`src/rtl/sysreg_agu_pkg.sv`:
```
package sysreg_agu_pkg;
  typedef struct packed {
    logic undef;
    logic stack;
    logic align;
  } agu_flt_t;
endpackage

```
`src/rtl/sysreg_agu_addr.sv`:
```
module sysreg_agu_addr #(
  parameter int AW        = 32,
  parameter int IMM_W     = 8,
  parameter int OFF_SHIFT = 2
) (
  input  logic [AW-1:0]    base_val,
  input  logic [IMM_W-1:0] imm,
  input  logic             off_add,
  input  logic             pre_idx,
  output logic [AW-1:0]    off_addr,
  output logic [AW-1:0]    acc_addr
);
  localparam int PAD_W = AW - IMM_W;

  logic [AW-1:0] off_bytes;

  assign off_bytes = {{PAD_W{1'b0}}, imm} << OFF_SHIFT;

  always_comb begin
    if (off_add) off_addr = base_val + off_bytes;
    else         off_addr = base_val - off_bytes;
    acc_addr = pre_idx ? off_addr : base_val;
  end
endmodule

```
`src/rtl/sysreg_agu_chk.sv`:
```
module sysreg_agu_chk
  import sysreg_agu_pkg::*;
#(
  parameter int AW        = 32,
  parameter int RIDX_W    = 4,
  parameter int SP_IDX    = 13,
  parameter int PC_IDX    = 15,
  parameter int ALIGN_LSB = 2,
  parameter bit HAS_STK   = 1'b1
) (
  input  logic              feat_v81,
  input  logic [RIDX_W-1:0] base_idx,
  input  logic              wback,
  input  logic              stk_chk_en,
  input  logic [AW-1:0]     acc_addr,
  input  logic [AW-1:0]     stk_limit,
  output agu_flt_t          flt,
  output logic              go_mem,
  output logic              go_wb
);
  localparam logic [RIDX_W-1:0] SP_CODE = RIDX_W'(SP_IDX);
  localparam logic [RIDX_W-1:0] PC_CODE = RIDX_W'(PC_IDX);

  logic bad_enc;
  logic stk_hit;
  logic mis;

  assign bad_enc = !feat_v81 || (base_idx == PC_CODE);

  generate
    if (HAS_STK) begin : g_stk
      assign stk_hit = stk_chk_en && wback && (base_idx == SP_CODE) &&
                       (acc_addr < stk_limit);
    end else begin : g_nostk
      assign stk_hit = 1'b0;
    end
  endgenerate

  assign mis = |acc_addr[ALIGN_LSB-1:0];

  always_comb begin
    flt.undef = bad_enc;
    flt.stack = !bad_enc && stk_hit;
    flt.align = !bad_enc && !stk_hit && mis;
    go_mem    = !(flt.undef || flt.stack || flt.align);
    go_wb     = go_mem && wback;
  end
endmodule

```
`src/rtl/sysreg_agu_pipe.sv`:
```
module sysreg_agu_pipe
  import sysreg_agu_pkg::*;
#(
  parameter int AW     = 32,
  parameter int RIDX_W = 4
) (
  input  logic              clk,
  input  logic              rst,
  input  logic              in_valid,
  output logic              in_ready,
  input  logic [AW-1:0]     in_addr,
  input  logic [AW-1:0]     in_wbd,
  input  logic [RIDX_W-1:0] in_idx,
  input  logic              in_req,
  input  logic              in_wbe,
  input  agu_flt_t          in_flt,
  output logic              out_valid,
  input  logic              out_ready,
  output logic [AW-1:0]     out_addr,
  output logic [AW-1:0]     out_wbd,
  output logic [RIDX_W-1:0] out_idx,
  output logic              out_req,
  output logic              out_wbe,
  output agu_flt_t          out_flt
);
  assign in_ready = !out_valid || out_ready;

  always_ff @(posedge clk) begin
    if (rst) begin
      out_valid <= 1'b0;
      out_addr  <= '0;
      out_wbd   <= '0;
      out_idx   <= '0;
      out_req   <= 1'b0;
      out_wbe   <= 1'b0;
      out_flt   <= '0;
    end else if (in_valid && in_ready) begin
      out_valid <= 1'b1;
      out_addr  <= in_addr;
      out_wbd   <= in_wbd;
      out_idx   <= in_idx;
      out_req   <= in_req;
      out_wbe   <= in_wbe;
      out_flt   <= in_flt;
    end else if (out_ready) begin
      out_valid <= 1'b0;
      out_req   <= 1'b0;
      out_wbe   <= 1'b0;
      out_flt   <= '0;
    end
  end

  AST_HOLD_WHILE_STALLED: assert property (@(posedge clk) disable iff (rst)
    (out_valid && !out_ready) |=> (out_valid && $stable(out_addr) && $stable(out_req) &&
                                   $stable(out_wbe) && $stable(out_flt) && $stable(out_wbd)));
  AST_REQ_NEEDS_VALID: assert property (@(posedge clk) disable iff (rst)
    (out_req || out_wbe || (|out_flt)) |-> out_valid);
  AST_ACCEPT_SHOWS: assert property (@(posedge clk) disable iff (rst)
    (in_valid && in_ready) |=> out_valid);
endmodule

```
`src/rtl/sysreg_agu.sv`:
```
module sysreg_agu
  import sysreg_agu_pkg::*;
#(
  parameter int AW        = 32,
  parameter int IMM_W     = 8,
  parameter int OFF_SHIFT = 2,
  parameter int RIDX_W    = 4,
  parameter int SP_IDX    = 13,
  parameter int PC_IDX    = 15,
  parameter bit HAS_STK   = 1'b1
) (
  input  logic              clk,
  input  logic              rst,
  input  logic              req_valid,
  output logic              req_ready,
  input  logic [AW-1:0]     base_val,
  input  logic [RIDX_W-1:0] base_idx,
  input  logic [IMM_W-1:0]  imm,
  input  logic              off_add,
  input  logic              pre_idx,
  input  logic              wback,
  input  logic [AW-1:0]     stk_limit,
  input  logic              stk_chk_en,
  input  logic              feat_v81,
  output logic              rsp_valid,
  input  logic              rsp_ready,
  output logic [AW-1:0]     mem_addr,
  output logic              mem_req,
  output logic [AW-1:0]     wb_data,
  output logic [RIDX_W-1:0] wb_idx,
  output logic              wb_en,
  output logic              flt_undef,
  output logic              flt_stack,
  output logic              flt_align
);
  localparam int ALIGN_LSB = 2;

  logic [AW-1:0] off_addr;
  logic [AW-1:0] acc_addr;
  agu_flt_t      c_flt;
  agu_flt_t      r_flt;
  logic          c_go_mem;
  logic          c_go_wb;

  sysreg_agu_addr #(.AW(AW), .IMM_W(IMM_W), .OFF_SHIFT(OFF_SHIFT)) u_addr (
    .base_val (base_val),
    .imm      (imm),
    .off_add  (off_add),
    .pre_idx  (pre_idx),
    .off_addr (off_addr),
    .acc_addr (acc_addr)
  );

  sysreg_agu_chk #(.AW(AW), .RIDX_W(RIDX_W), .SP_IDX(SP_IDX), .PC_IDX(PC_IDX),
                   .ALIGN_LSB(ALIGN_LSB), .HAS_STK(HAS_STK)) u_chk (
    .feat_v81   (feat_v81),
    .base_idx   (base_idx),
    .wback      (wback),
    .stk_chk_en (stk_chk_en),
    .acc_addr   (acc_addr),
    .stk_limit  (stk_limit),
    .flt        (c_flt),
    .go_mem     (c_go_mem),
    .go_wb      (c_go_wb)
  );

  sysreg_agu_pipe #(.AW(AW), .RIDX_W(RIDX_W)) u_pipe (
    .clk       (clk),
    .rst       (rst),
    .in_valid  (req_valid),
    .in_ready  (req_ready),
    .in_addr   (acc_addr),
    .in_wbd    (off_addr),
    .in_idx    (base_idx),
    .in_req    (c_go_mem),
    .in_wbe    (c_go_wb),
    .in_flt    (c_flt),
    .out_valid (rsp_valid),
    .out_ready (rsp_ready),
    .out_addr  (mem_addr),
    .out_wbd   (wb_data),
    .out_idx   (wb_idx),
    .out_req   (mem_req),
    .out_wbe   (wb_en),
    .out_flt   (r_flt)
  );

  assign flt_undef = r_flt.undef;
  assign flt_stack = r_flt.stack;
  assign flt_align = r_flt.align;

  AST_UNDEF_QUIET: assert property (@(posedge clk) disable iff (rst)
    flt_undef |-> (!mem_req && !wb_en));
  AST_REQ_ALIGNED: assert property (@(posedge clk) disable iff (rst)
    mem_req |-> (mem_addr[ALIGN_LSB-1:0] == '0));
  AST_ONE_FAULT: assert property (@(posedge clk) disable iff (rst)
    $onehot0({flt_undef, flt_stack, flt_align}));
  AST_WB_NEEDS_REQ: assert property (@(posedge clk) disable iff (rst)
    wb_en |-> mem_req);
  AST_STACK_BLOCKS: assert property (@(posedge clk) disable iff (rst)
    flt_stack |-> (!mem_req && !wb_en));
endmodule

```
`config.mk`:
```
export PLATFORM = sky130hd
export DESIGN_NAME = sysreg_agu
export DESIGN_NICKNAME = d
export VERILOG_FILES = /design/src/rtl/sysreg_agu_pkg.sv /design/src/rtl/sysreg_agu_addr.sv /design/src/rtl/sysreg_agu_chk.sv /design/src/rtl/sysreg_agu_pipe.sv /design/src/rtl/sysreg_agu.sv
export SDC_FILE = /design/constraint.sdc
export NUM_CORES = 1
export LEC_CHECK = 0
export BUFFER_PORTS_ARGS = -buffer_cell sky130_fd_sc_hd__clkbuf_2
export CORE_ASPECT_RATIO = 2
export CORE_MARGIN = 3
export CORE_UTILIZATION = 53
export DETAILED_ROUTE_END_ITERATION = 7
export PLACE_DENSITY_LB_ADDON = 0.25
export REMOVE_ABC_BUFFERS = 1
export SYNTH_ARGS = -nofsm -noshare
export SYNTH_HDL_FRONTEND = slang
export SYNTH_SLANG_ARGS = --single-unit
```
`constraint.sdc`:
```
create_clock -name clk -period 6.9 [get_ports clk]
set_input_delay 1.035 -clock clk [delete_from_list [all_inputs] [get_ports clk]]
set_output_delay 1.035 -clock clk [all_outputs]
set_load 0.05 [all_outputs]
```
# ---- Word level (Yosys, flattened, before mapping)
# Cells that the tools add are included.
dict set report word_totals {
  ff_bits 74
  inputBits 85
  out_inout_bits 75
  elab_cells 41
}
dict set report classes {
  add_sub_neg 2
  magnitude_cmp 1
  eq_ne 2
  muxes 8
  reduce_logical 19
}
# operator n
set ops {}
lappend ops {{32-bit two-way mux} 2}
lappend ops {{32-bit by 10-bit adder with 32-bit output} 1}
lappend ops {{32-bit less-than comparator} 1}
lappend ops {{32-bit by 10-bit subtractor with 32-bit output} 1}
lappend ops {{4-bit equality test, second input constant} 2}
lappend ops {{1-bit logical AND} 8}
lappend ops {{3-bit two-way mux} 2}
lappend ops {{1-bit logical NOT} 5}
lappend ops {{1-bit logical OR} 4}
lappend ops {{1-bit two-way mux} 4}
lappend ops {{2-bit nonzero test} 1}
lappend ops {{2-bit OR reduction} 1}

# ---- Longest topological paths before layout
# Gate-level depths: netlist (run 1).
dict set report depth {
  word_depth 12
  ltp_mapped 23
  depth_no_buf 23
}

# ---- Cells and area by module
# From an unflattened synthesis (run 1), not the netlist that was laid out.
dict set report unflattened {
  hier_cells 844
  area_unflattened_um2 6786.5
}
# module n_inst cells_each area_each_um2 seq_area_each_um2
set modules_own_cells {}
lappend modules_own_cells {sysreg_agu_pipe 1 337 3168.0 1481.4}
lappend modules_own_cells {sysreg_agu_addr 1 384 2750.1 0.0}
lappend modules_own_cells {sysreg_agu_chk 1 123 868.3 0.0}

# ---- Worst setup path after synthesis (run 1)
# No wires, ideal clock.
dict set report synth_path {
  kind {input to register}
  startpoint {in imm[3]}
  endpoint {reg u_pipe.out_wbe}
  setup_time_ns 0.129
  t_arrival_ns 5.351
  t_required_ns 6.771
  path_slack_ns 1.420
  stages 22
  path_buffers 0
  path_cell_list {nor2_1 -> nand3_1 -> nor4_2 -> ha_1 -> mux2_2 -> ha_1 -> nand4_1 -> a21oi_1 -> o31a_2 -> a31oi_1 -> xnor2_1 -> mux2_2 -> ha_1 -> a21o_1 -> a21o_1 -> a21oi_1 -> o21ai_0 -> a21o_1 -> a221oi_1 -> a211oi_1 -> o21ai_0 -> o21ai_0}
}
dict set report synth_between {
  elab_chain_len 12
  word_cells_on_any_way 15
}
# item line
set synth_lines {}
lappend synth_lines {{from (decl)} sysreg_agu.sv:18} ;# input logic [IMM_W-1:0] imm,
lappend synth_lines {{32-bit by 10-bit subtractor with 32-bit output / 32-bit by 10-bit adder with 32-bit output (equally long branches)} {sysreg_agu_addr.sv:21, sysreg_agu_addr.sv:20}}
lappend synth_lines {{32-bit two-way mux *} sysreg_agu_addr.sv:20} ;# if (off_add) off_addr = base_val + off_bytes;
lappend synth_lines {{32-bit two-way mux *} sysreg_agu_addr.sv:22} ;# acc_addr = pre_idx ? off_addr : base_val;
lappend synth_lines {{named net acc_addr[17]} sysreg_agu.sv:39} ;# logic [AW-1:0] acc_addr;
lappend synth_lines {{32-bit less-than comparator *} sysreg_agu_chk.sv:33} ;# (acc_addr < stk_limit);
lappend synth_lines {{1-bit logical AND *} sysreg_agu_chk.sv:32} ;# assign stk_hit = stk_chk_en && wback && (base_idx == SP_CODE) &&
lappend synth_lines {{1-bit logical NOT} sysreg_agu_chk.sv:44} ;# flt.align = !bad_enc && !stk_hit && mis;
lappend synth_lines {{1-bit logical AND (2 in series)} sysreg_agu_chk.sv:44}
lappend synth_lines {{1-bit logical OR *} sysreg_agu_chk.sv:45} ;# go_mem = !(flt.undef || flt.stack || flt.align);
lappend synth_lines {{1-bit logical NOT *} sysreg_agu_chk.sv:45}
lappend synth_lines {{1-bit logical AND *} sysreg_agu_chk.sv:46} ;# go_wb = go_mem && wback;
lappend synth_lines {{1-bit two-way mux *} sysreg_agu_pipe.sv:37} ;# end else if (in_valid && in_ready) begin
lappend synth_lines {{to (signal assigned)} sysreg_agu_pipe.sv:43} ;# out_wbe <= in_wbe;
lappend synth_lines {{to (decl)} sysreg_agu_pipe.sv:23} ;# output logic out_wbe,
# Mark *: on every way through the listed nets, which the timed path passes. The rest lies on a longest branch.
# A chain may end at the register's enable or synchronous reset.

# ---- Final worst setup path (run 1)
dict set report layout_path {
  startpoint {in imm[2]}
  endpoint {reg u_pipe.out_req}
}
dict set report layout_between {
  elab_chain_len 11
  word_cells_on_any_way 14
}
# item line
set layout_lines {}
lappend layout_lines {{32-bit by 10-bit subtractor with 32-bit output / 32-bit by 10-bit adder with 32-bit output (equally long branches)} {sysreg_agu_addr.sv:21, sysreg_agu_addr.sv:20}}
lappend layout_lines {{32-bit two-way mux *} sysreg_agu_addr.sv:20}
lappend layout_lines {{32-bit two-way mux *} sysreg_agu_addr.sv:22}
lappend layout_lines {{named net acc_addr[21]} sysreg_agu.sv:39}
lappend layout_lines {{32-bit less-than comparator *} sysreg_agu_chk.sv:33}
lappend layout_lines {{1-bit logical AND *} sysreg_agu_chk.sv:32}
lappend layout_lines {{1-bit logical NOT} sysreg_agu_chk.sv:44}
lappend layout_lines {{1-bit logical AND (2 in series)} sysreg_agu_chk.sv:44}
lappend layout_lines {{1-bit logical OR *} sysreg_agu_chk.sv:45}
lappend layout_lines {{1-bit logical NOT *} sysreg_agu_chk.sv:45}
lappend layout_lines {{1-bit two-way mux *} sysreg_agu_pipe.sv:37}
lappend layout_lines {{to (signal assigned)} sysreg_agu_pipe.sv:42} ;# out_req <= in_req;
lappend layout_lines {{to (decl)} sysreg_agu_pipe.sv:22} ;# output logic out_req,
# Marked as above.

==> results of run 1 <==
## placed cells by master (no fill, tap or decap), types with 3 or more instances in the layout
cell / n
dfxtp_1: 72
clkbuf_16: 9
clkbuf_2: 159
xor2_1: 10
nor3_1: 18
inv_1: 47
o21a_1: 5
mux2_2: 21
o21bai_1: 4
a311o_1: 3
a31oi_1: 13
o211a_1: 3
nor4_1: 3
xnor2_1: 22
o21ai_0: 23
a21o_1: 25
a21oi_1: 93
and3_1: 3
buf_4: 4
and4_1: 4
ha_1: 62
o2111ai_1: 3
nand4_1: 11
nand3_1: 4
a211oi_1: 9
nor2b_1: 9
nand2b_1: 7
nand2_1: 114
nor2_1: 43
## through the flow
step                hold WS [ns]  worst slack, ns  cell area (µm²)  power (mW)  std cells
global placement           0.442            0.760             6330        1.10        971
detailed placement         0.446            0.598             6330        1.11        971
finish                     0.453            0.831             6630        1.57        987
global route               0.478            0.465             6630        1.65        987
CTS                        0.454            0.925             6630        1.57        987
floorplan                  0.669             1.42             5340       0.936        673
## cell families after synthesis
| logic type | Yosys count | synth area share, % |
|---|---|---|
| and+or+nand+nor | 231 | 19.3 |
| AOI/OAI and AO/OA | 207 | 24.5 |
| buffers and inverters | 84 | 5.95 |
| DFF | 72 | 26.3 |
| adders and majority gates | 63 | 14.5 |
| xor gates and xnor gates | 32 | 5.11 |
| muxes | 21 | 4.31 |
## routing by layer
metal	up-vias	wire, µm	part of all wire (%)
li1	2784	-	-
met1	2638	6110	36
met2	196	9370	55
met3	39	810	4.8
met4	0	629	3.7
met5	-	0	0
## power groups by stage
stage / sequential, mW / clock, mW / combinational (mW)
2_1_floorplan: 0.619 / 0 / 0.317
3_3_place_gp: 0.482 / 0 / 0.616
3_5_place_dp: 0.484 / 0 / 0.626
4_1_cts: 0.475 / 0.469 / 0.630
5_1_grt: 0.479 / 0.483 / 0.687
6_report: 0.475 / 0.463 / 0.630
## Yosys cell counts, types with 9 or more instances
cell | instances | share of area [%]
nand2_1 | 115 | 7.9
a21oi_1 | 93 | 8.5
dfxtp_1 | 72 | 26
ha_1 | 62 | 14
inv_1 | 47 | 3.2
nor2_1 | 43 | 2.9
a21o_1 | 25 | 3.4
clkbuf_1 | 25 | 1.7
o21ai_0 | 23 | 2.1
xnor2_1 | 22 | 3.5
mux2_2 | 21 | 4.3
nor3_1 | 18 | 1.6
a31oi_1 | 13 | 1.5
nand4_1 | 11 | 1.3
xor2_1 | 10 | 1.6
a211oi_1 | 9 | 1.2
nor2b_1 | 9 | 1.0
## registers in the layout (all words and copies together), names as in the netlist
| register | cells |
|---|---|
| u_pipe.out_addr | 30 |
| u_pipe.out_idx | 4 |
| u_pipe.out_flt | 3 |
| u_pipe.out_req | 1 |
| u_pipe.out_valid | 1 |
| u_pipe.out_wbe | 1 |
| u_pipe.out_wbd | 32 |
## area by class of cell
type	instances	area, µm²	share of cell area (%)
inverters	47	176	2.66
clock buffers	11	233	3.51
clock inverters	5	57.6	0.869
multi-input cells	554	3720	56.2
repair buffers	163	826	12.5
well taps	135	169	2.55
flip-flops and latches	72	1440	21.8
## critical path: cells and delay by family
| family | cells | cell delay (ns) |
|---|---|---|
| xor+xnor | 1 | 0.10 |
| fa+ha+maj | 3 | 0.94 |
| compound gates | 8 | 1.94 |
| mux | 2 | 0.56 |
| buf+inv | 1 | 0.11 |
| simple gates | 7 | 1.63 |
## how the worst min path moves through the flow
stage                        startpoint             endpoint  slack [ns]  cells past startpoint
floorplan                u_pipe.out_wbe       u_pipe.out_wbe        0.67                      2
global placement    u_pipe.out_addr[15]  u_pipe.out_addr[15]        0.44                      2
detailed placement   u_pipe.out_wbd[13]   u_pipe.out_wbd[13]        0.45                      2
CTS                  u_pipe.out_wbd[20]   u_pipe.out_wbd[20]        0.45                      2
global route         u_pipe.out_wbd[17]   u_pipe.out_wbd[17]        0.48                      2
finish               u_pipe.out_wbd[20]   u_pipe.out_wbd[20]        0.45                      2
==> out/metrics.cfg, run 1 <==
[outcome]
status=complete, no violations

[logic_synthesis]
synth_seq_cells=72
ys.flop_type=dfxtp_1
synth-async-reset-ratio_pct=0
syn-cell-area_mm2=0.00549
synth_edf_count=0
yosysUniqueCellTypes=61
yosysSeqAreaShare_pct=26.3
syn_inst=710
avgSynthCellArea_um2=7.73
ys.warnings.count=0

[grt]
gr-usage-met2_pct=56.4
overflow=0
antenna_found_initial=0
grt_max_degree=68
track_usage_pct=29.0
grtUsageMet1_pct=29.2
grt_first_pass_wirelength_um=26700
grt_busiest_layer=met2
met3_usage_pct=4.94
grt_pass1_vias=5509

[setup_path]
cp-start-kind=primary input
path_max_fanout=6
path_cells=clkbuf_2, nor2_1, nand3_1, nor4_2, ha_1, mux2_2, ha_1, nand4_1, a21oi_1, o31a_2, o211a_1, a21oi_1, xnor2_1, mux2_2, ha_1, nand2_1, or3_1, nor3_1, o31ai_1, a211oi_1, o21ai_0, o31ai_1
max_stage_delay_ns=0.43
rr_worst_depth=5
crit_end=u_pipe.out_req
startpoint=imm[2]
rr_startpoint=u_pipe.out_valid
endpoint_kind=flop
required_ns=7.15
cp_common_cell=ha_1
slowest_stage=a211oi_1
r2r_end=u_pipe.out_addr[28]
crit_type=in2reg
r2r_setup_slack_ns=4.79
crit_arrival_ns=6.32

[pwr]
pwr-share-clk_pct=29.5
max-vdd-ir-drop_uv=169
p_leak_nw=3.29
combPwrFrac_pct=40.2
switchingPower_mw=0.620
p_sw_share_pct=39.5
p_int_mw=0.948
power_density_mw_per_mm2=237
sequentialPowerShare_pct=30.3

[timing]
setup_tns_ns=0
finalCritPeriodShare_pct=88.0
min_period_ns=6.07
tightest_slew_ns=1.06
max_freq_mhz=165
hold_violations=0
rsz0062_at_grt=no
slew_violations=0
slew_headroom_pct=29.4
finClkSkew_ns=0.00686
final-setup-viol-count=0

[floorplanning]
placementRows=52
fp.dieW_um=77.9
start_util_pct=54.4
top_level_ports=160
dieArea_mm2=0.0117
core_mm2=0.0101
die_y_um=150

[placement]
place.gp.congestion=0.931
dpl.hpwl_um=13500
portBuffers=159

[cts]
ctsResizeCount=0
clk_pin_slew_ns=0.06
cts_tree=yes
cts_setup_buffers=0
postCtsHoldBufs=0
cts_root_buf=clkbuf_16
numCtsBuffers=9
cts.sinks=72
clock_tree.buffer_depth=2
clk_latency_ns=0.34
h-tree-depth=3

[route]
post_drt_wl_per_cell_um=17.1
via_per_inst=5.73
drt-initial-drc-count=237
routed_wl_um=16900
drc_errors=0
dr.pass1.iters=5
via_count=5657
ant_nets=0

[layout]
n_fill_cell=902
fin_nets=995
area_growth_pct=20.8
drive_gt1_share_pct=25.4
final_util_pct=65.7
antennaDiodeCount=0

[flow_run]
cap_viol_max_count=0

[hold_path]
hold_path.class=reg2reg

Power figures use the tool's default switching activity.
==> run 2, diff against run 1 <==
CAP_MARGIN = 20   (was unset)
CORE_ASPECT_RATIO = unset   (was 2)
==> run 2 against run 1 <==
Final cell count fell by 0.10%; fmax fell by 0.77%; wire length fell by 6.7%; hold slack improved by 0.0016 ns; global-route usage fell by 1.9 points; design area fell by 1.3%; clock skew fell by 0.0020 ns; total power fell by 7.8%; setup slack got worse by 0.047 ns; sequential power barely moved.
==> out/metrics.cfg, run 2 (synthesis gave the netlist of run 1 again) <==
[setup_path]
required_ns=7.18
endpoint_kind=flop
cp_common_cell=ha_1
crit_type=in2reg
path_buf_inv=1
max_stage_delay_ns=0.43
path_max_fanout=6
slowest_stage=nor3_1
cp-start-kind=primary input
crit_arrival_ns=6.39
path_cells=clkbuf_2, nor2_1, nand3_1, nor4_2, ha_1, mux2_2, ha_1, nand4_1, a21oi_1, o31a_2, o211a_1, a21oi_1, xnor2_1, mux2_2, ha_1, nand2_1, or3_1, nor3_1, o31ai_1, a211oi_1, o21ai_0, o31ai_1
cpLargestDelayFamily=compound AO/OA/AOI/OAI gates

[grt]
grt_pass1_vias=5356
met3_usage_pct=5.94
grt_max_degree=68
grt_busiest_layer=met2
gr-usage-met2_pct=45.6
track_usage_pct=27.1
grtUsageMet1_pct=33.4
antenna_found_initial=0
overflow=0
grt_first_pass_wirelength_um=25200

[layout]
seq_area_mm2=0.00144
layout.cells.non_filler=986
layout_common_cells=clkbuf_2 (159), nand2_1 (114), a21oi_1 (93), dfxtp_1 (72), ha_1 (62)
multi_input_area_mm2=0.00372
antennaDiodeCount=0
reg.largest.list=u_pipe.out_wbd x32, u_pipe.out_addr x30, u_pipe.out_idx x4
drive_gt1_share_pct=25.4
fin_nets=996
final_common_cell=clkbuf_2
largest_reg_flops=32
area_growth_pct=19.2
top_register=u_pipe.out_wbd
n_fill_cell=875

[floorplanning]
core_mm2=0.00991
dieArea_mm2=0.0116
start_util_pct=55.4
die_y_um=108
fp.dieW_um=108
top_level_ports=160
placementRows=36

[cts]
clock_tree.buffer_depth=2
h-tree-depth=3
clk_pin_slew_ns=0.08
cts_tree=yes
cts.sinks=72
postCtsHoldBufs=0
numCtsBuffers=9
clk_latency_ns=0.36
ctsResizeCount=0
cts_root_buf=clkbuf_8
cts_setup_buffers=0

[timing]
setup_tns_ns=0
rsz0062_at_grt=no
min_period_ns=6.12
layout_setup_ws_ns=0.784
final-setup-viol-count=0
finalCritPeriodShare_pct=88.6
slew_violations=0
hold_violations=0
slew_headroom_pct=50.0
max_freq_mhz=164
tightest_slew_ns=0.750
finClkSkew_ns=0.00483

[route]
dr.pass1.iters=5
drc_errors=0
via_per_inst=5.68
ant_nets=0
routed_wl_um=15800
post_drt_wl_per_cell_um=16.0
drt-initial-drc-count=294
via_count=5603

[placement]
dpl.cell_count=970
portBuffers=159
dpl.hpwl_um=12200
place.gp.congestion=0.924
pre_cts_slack_ns=0.529

[flow_run]
cap_viol_max_count=0

[pwr]
max-vdd-ir-drop_uv=137
power_density_mw_per_mm2=221
p_leak_nw=3.25
p_total_mw=1.45

[hold_path]
hold_path.class=reg2reg

[outcome]
status=complete, no violations

==> run 2: changes by cell type in the layout (fill, tap and decap cells not counted) <==
cell	delta
clkbuf_16	-9
clkbuf_8	+11
clkinv_4	-2
buf_4	+1
==> run 2: worst register-to-register path: cells and delay by family, from the launching register on <==
kind            cells  cell delay (ns)
simple gates        3             0.75
flops               1             0.34
compound gates      1             0.40
buf+inv             1             0.51
==> run 2: stage by stage <==
stage	util [%]	hold WS, ns	cell area (µm²)
CTS	66.0	0.457	6540
global route	66.0	0.475	6540
finish	66.0	0.454	6540
floorplan	-	0.669	5340
global placement	64.0	0.443	6340
detailed placement	64.0	0.447	6340
==> run 2: where the power goes <==
| group | internal [mW] | total (mW) | switching (mW) |
|---|---|---|---|
| sequential | 0.454 | 0.474 | 0.0193 |
| clock | 0.186 | 0.348 | 0.162 |
| combinational | 0.213 | 0.625 | 0.412 |
==> run 2: final timing paths <==
kind / startpoint / endpoint / cells after the start / slack, ns
max: imm[2] / u_pipe.out_req / 22 / 0.78
min: u_pipe.out_wbd[20] / u_pipe.out_wbd[20] / 2 / 0.45
max reg2reg: u_pipe.out_valid / u_pipe.out_addr[28] / 5 / 4.81
min reg2reg: u_pipe.out_wbd[20] / u_pipe.out_wbd[20] / 2 / 0.45
==> run 2: per-layer routing <==
metal  share of wire, %  wire length [µm]
met3                7.0              1100
met5                  0                 0
met1                 43              6830
met4                2.9               461
met2                 47              7390
==> run 2: layout make-up <==
type	count	area share (%)
Clock buffer	13	2.43
Clock inverter	3	0.612
Inverter	47	2.70
Multi-Input combinational cell	554	56.9
Sequential cell	72	22.0
Tap cell	133	2.54
Timing Repair Buffer	164	12.7
==> run 3, diff against run 2 <==
CORE_ASPECT_RATIO = 1.25   (was unset)
CORE_UTILIZATION = 55   (was 53)
PLACE_DENSITY = 0.79   (was unset)
PLACE_DENSITY_LB_ADDON = unset   (was 0.25)
SYNTH_HIERARCHICAL = 1   (was unset)
==> run 3 against run 2 <==
Critical path depth is 2 lower; global-route usage is 1.8 points higher; clock power is 60% higher; first-iteration DRC count is 64% higher; die area is 18% higher; setup slack worse by 0.0044 ns; largest cell class unchanged.
==> out/metrics.cfg, run 3 <==
[logic_synthesis]
yosysUniqueCellTypes=75
synth_area_leaders=dfxtp_1 (22%), ha_1 (11%), a21oi_1 (9.1%)
syn-cell-area_mm2=0.00679
ys.flop_type=dfxtp_1
synthMostInstantiatedCell=a21oi_1
ys_top_cells_by_count=a21oi_1 (123), dfxtp_1 (74), nand2b_1 (72)
syn_inst=844
synth_seq_cells=74
synth_edf_count=0
ys.warnings.count=6
synth_area_leader_cell=dfxtp_1
synth.mux.area_fraction_pct=3.96
synth-adder-area-share_pct=11.7
synth_top_area_share_pct=21.8
synth-simple-area-share_pct=18.5
yosysSeqAreaShare_pct=21.8
synth-xor-area-share_pct=3.87
avgSynthCellArea_um2=8.04
synth-async-reset-ratio_pct=0
synth_compound_area_share_pct=31.9
synth_top_family_by_area=compound AO/OA/AOI/OAI gates

[grt]
grt_pass1_vias=6589
grt_max_degree=76
track_usage_pct=28.9
overflow=0
grt_first_pass_wirelength_um=32300
antenna_found_initial=0

[outcome]
status=complete, no violations

[setup_path]
endpoint_kind=flop
path_max_fanout=7
cp_common_cell=ha_1
r2r_setup_slack_ns=4.91
cpLargestDelayFamily=simple AND/OR/NAND/NOR gates
crit_type=in2reg
path_buf_inv=1
rr_startpoint=u_pipe/out_valid
cp-start-kind=primary input
r2r_end=u_pipe/out_wbd[8]
crit_arrival_ns=6.40
max_stage_delay_ns=0.58
required_ns=7.18
path_cells=clkbuf_2, nor3_2, nand2_1, nor3_1, ha_1, mux2_2, ha_1, nand4_1, nor3_1, o21ai_0, a21oi_1, mux2i_1, o2111ai_1, ha_1, nand4_1, nor4_1, o31ai_2, a211oi_1, nand3_1, a21oi_1
slowest_stage=nor4_1
rr_worst_depth=3

[floorplanning]
dieArea_mm2=0.0137
die_y_um=130
fp.dieW_um=105
start_util_pct=57.3
top_level_ports=160
core_mm2=0.0118
placementRows=44

[timing]
min_period_ns=6.12
tightest_slew_ns=0.917
finalCritPeriodShare_pct=88.7
slew_headroom_pct=38.7
finClkSkew_ns=0.00966
slew_violations=0
hold_violations=0
rsz0062_at_grt=no
final-setup-viol-count=0
whs_ns=0.499
max_freq_mhz=163
setup_tns_ns=0

[cts]
clk_latency_ns=0.35
clk_pin_slew_ns=0.06
h-tree-depth=3
cts.sinks=74
postCtsHoldBufs=0
cts_tree=yes
clock_tree.buffer_depth=2
ctsResizeCount=0
cts_setup_buffers=0
cts_root_buf=clkbuf_16
numCtsBuffers=9

[layout]
layout_common_cells=clkbuf_2 (159), a21oi_1 (123), dfxtp_1 (74), nand2b_1 (71), a31o_1 (69)
final_common_cell=clkbuf_2
drive_gt1_share_pct=23.8
reg.largest.list=u_pipe/out_addr x32, u_pipe/out_wbd x32, u_pipe/out_idx x4
layout.cells.non_filler=1125
antennaDiodeCount=0
stdcell_area_mm2=0.00785
fin_nets=1107
area_growth_pct=15.6

[route]
ant_nets=0
post_drt_wl_per_cell_um=18.0
dr.pass1.iters=5
drc_errors=0
routed_wl_um=20200
drt-initial-drc-count=481
via_count=6805
via_per_inst=6.05

[placement]
portBuffers=159
placed_cell_area_mm2=0.00750
dpl.hpwl_um=14800
place.gp.congestion=0.976
dpl.cell_count=1109

[pwr]
power_density_mw_per_mm2=223
max-vdd-ir-drop_uv=114
p_leak_nw=3.52

[hold_path]
min_from=u_pipe/out_wbe
holdPathStages=2
hold_path.class=reg2reg
holdPathEnd=u_pipe/out_wbe

[flow_run]
cap_viol_max_count=0

-- run 3: worst reg2reg max path, stage by stage (launching register included) --
cell and delay (ns):
dfxtp_1 0.41, a21oi_4 0.77, buf_4 0.52, a31o_1 0.23
-- run 3: metrics by stage --
step                      util [%]  total power [mW]  setup slack [ns]
after global routing          66.3              1.84             0.336
after detailed placement      63.3              1.20             0.536
after global placement        63.3              1.19             0.649
after CTS                     66.3              1.76             0.878
after floorplan                  -              1.00              1.61
final                         66.3              1.75             0.780
-- run 3: logic make-up after synthesis --
family	Yosys count
multiplexers	24
AND/OR/NAND/NOR	229
buffers and inverters	118
flip-flops	74
AO/OA/AOI/OAI	306
adder cells (fa/ha/maj)	63
XOR/XNOR	30
-- run 3: cell type report --
| cell class | count | area (µm²) |
|---|---|---|
| multi-input cells | 652 | 4760 |
| fillers | 1065 | 3990 |
| well taps | 161 | 201 |
| clock inverters | 7 | 125 |
| inverters | 56 | 210 |
| repair buffers | 166 | 848 |
| flip-flops and latches | 74 | 1480 |
| clock buffers | 9 | 225 |
-- run 3: worst max-delay path by stage --
stage,from,to,slack [ns],depth (start not counted)
3_3_place_gp,imm[3],u_pipe/out_flt[0],0.65,20
2_1_floorplan,imm[4],u_pipe/out_flt[1],1.61,19
5_1_grt,imm[4],u_pipe/out_flt[0],0.34,20
3_5_place_dp,imm[4],u_pipe/out_flt[0],0.54,20
6_report,imm[4],u_pipe/out_flt[0],0.78,20
4_1_cts,imm[4],u_pipe/out_flt[1],0.88,21
-- run 3: per-layer routing --
layer / share of wire, % / global-route usage (%) / vias up
li1: - / - / 3344
met1: 41 / 34.1 / 3133
met2: 50 / 52.2 / 274
met3: 5.5 / 4.21 / 54
met4: 3.5 / 12.7 / 0
met5: 0 / 0 / -
-- run 3: power by group --
| group | internal, mW | leakage (nW) | switching [mW] |
|---|---|---|---|
| logic | 0.240 | 2.74 | 0.467 |
| clock network | 0.356 | 0.170 | 0.200 |
| registers | 0.469 | 0.609 | 0.0221 |
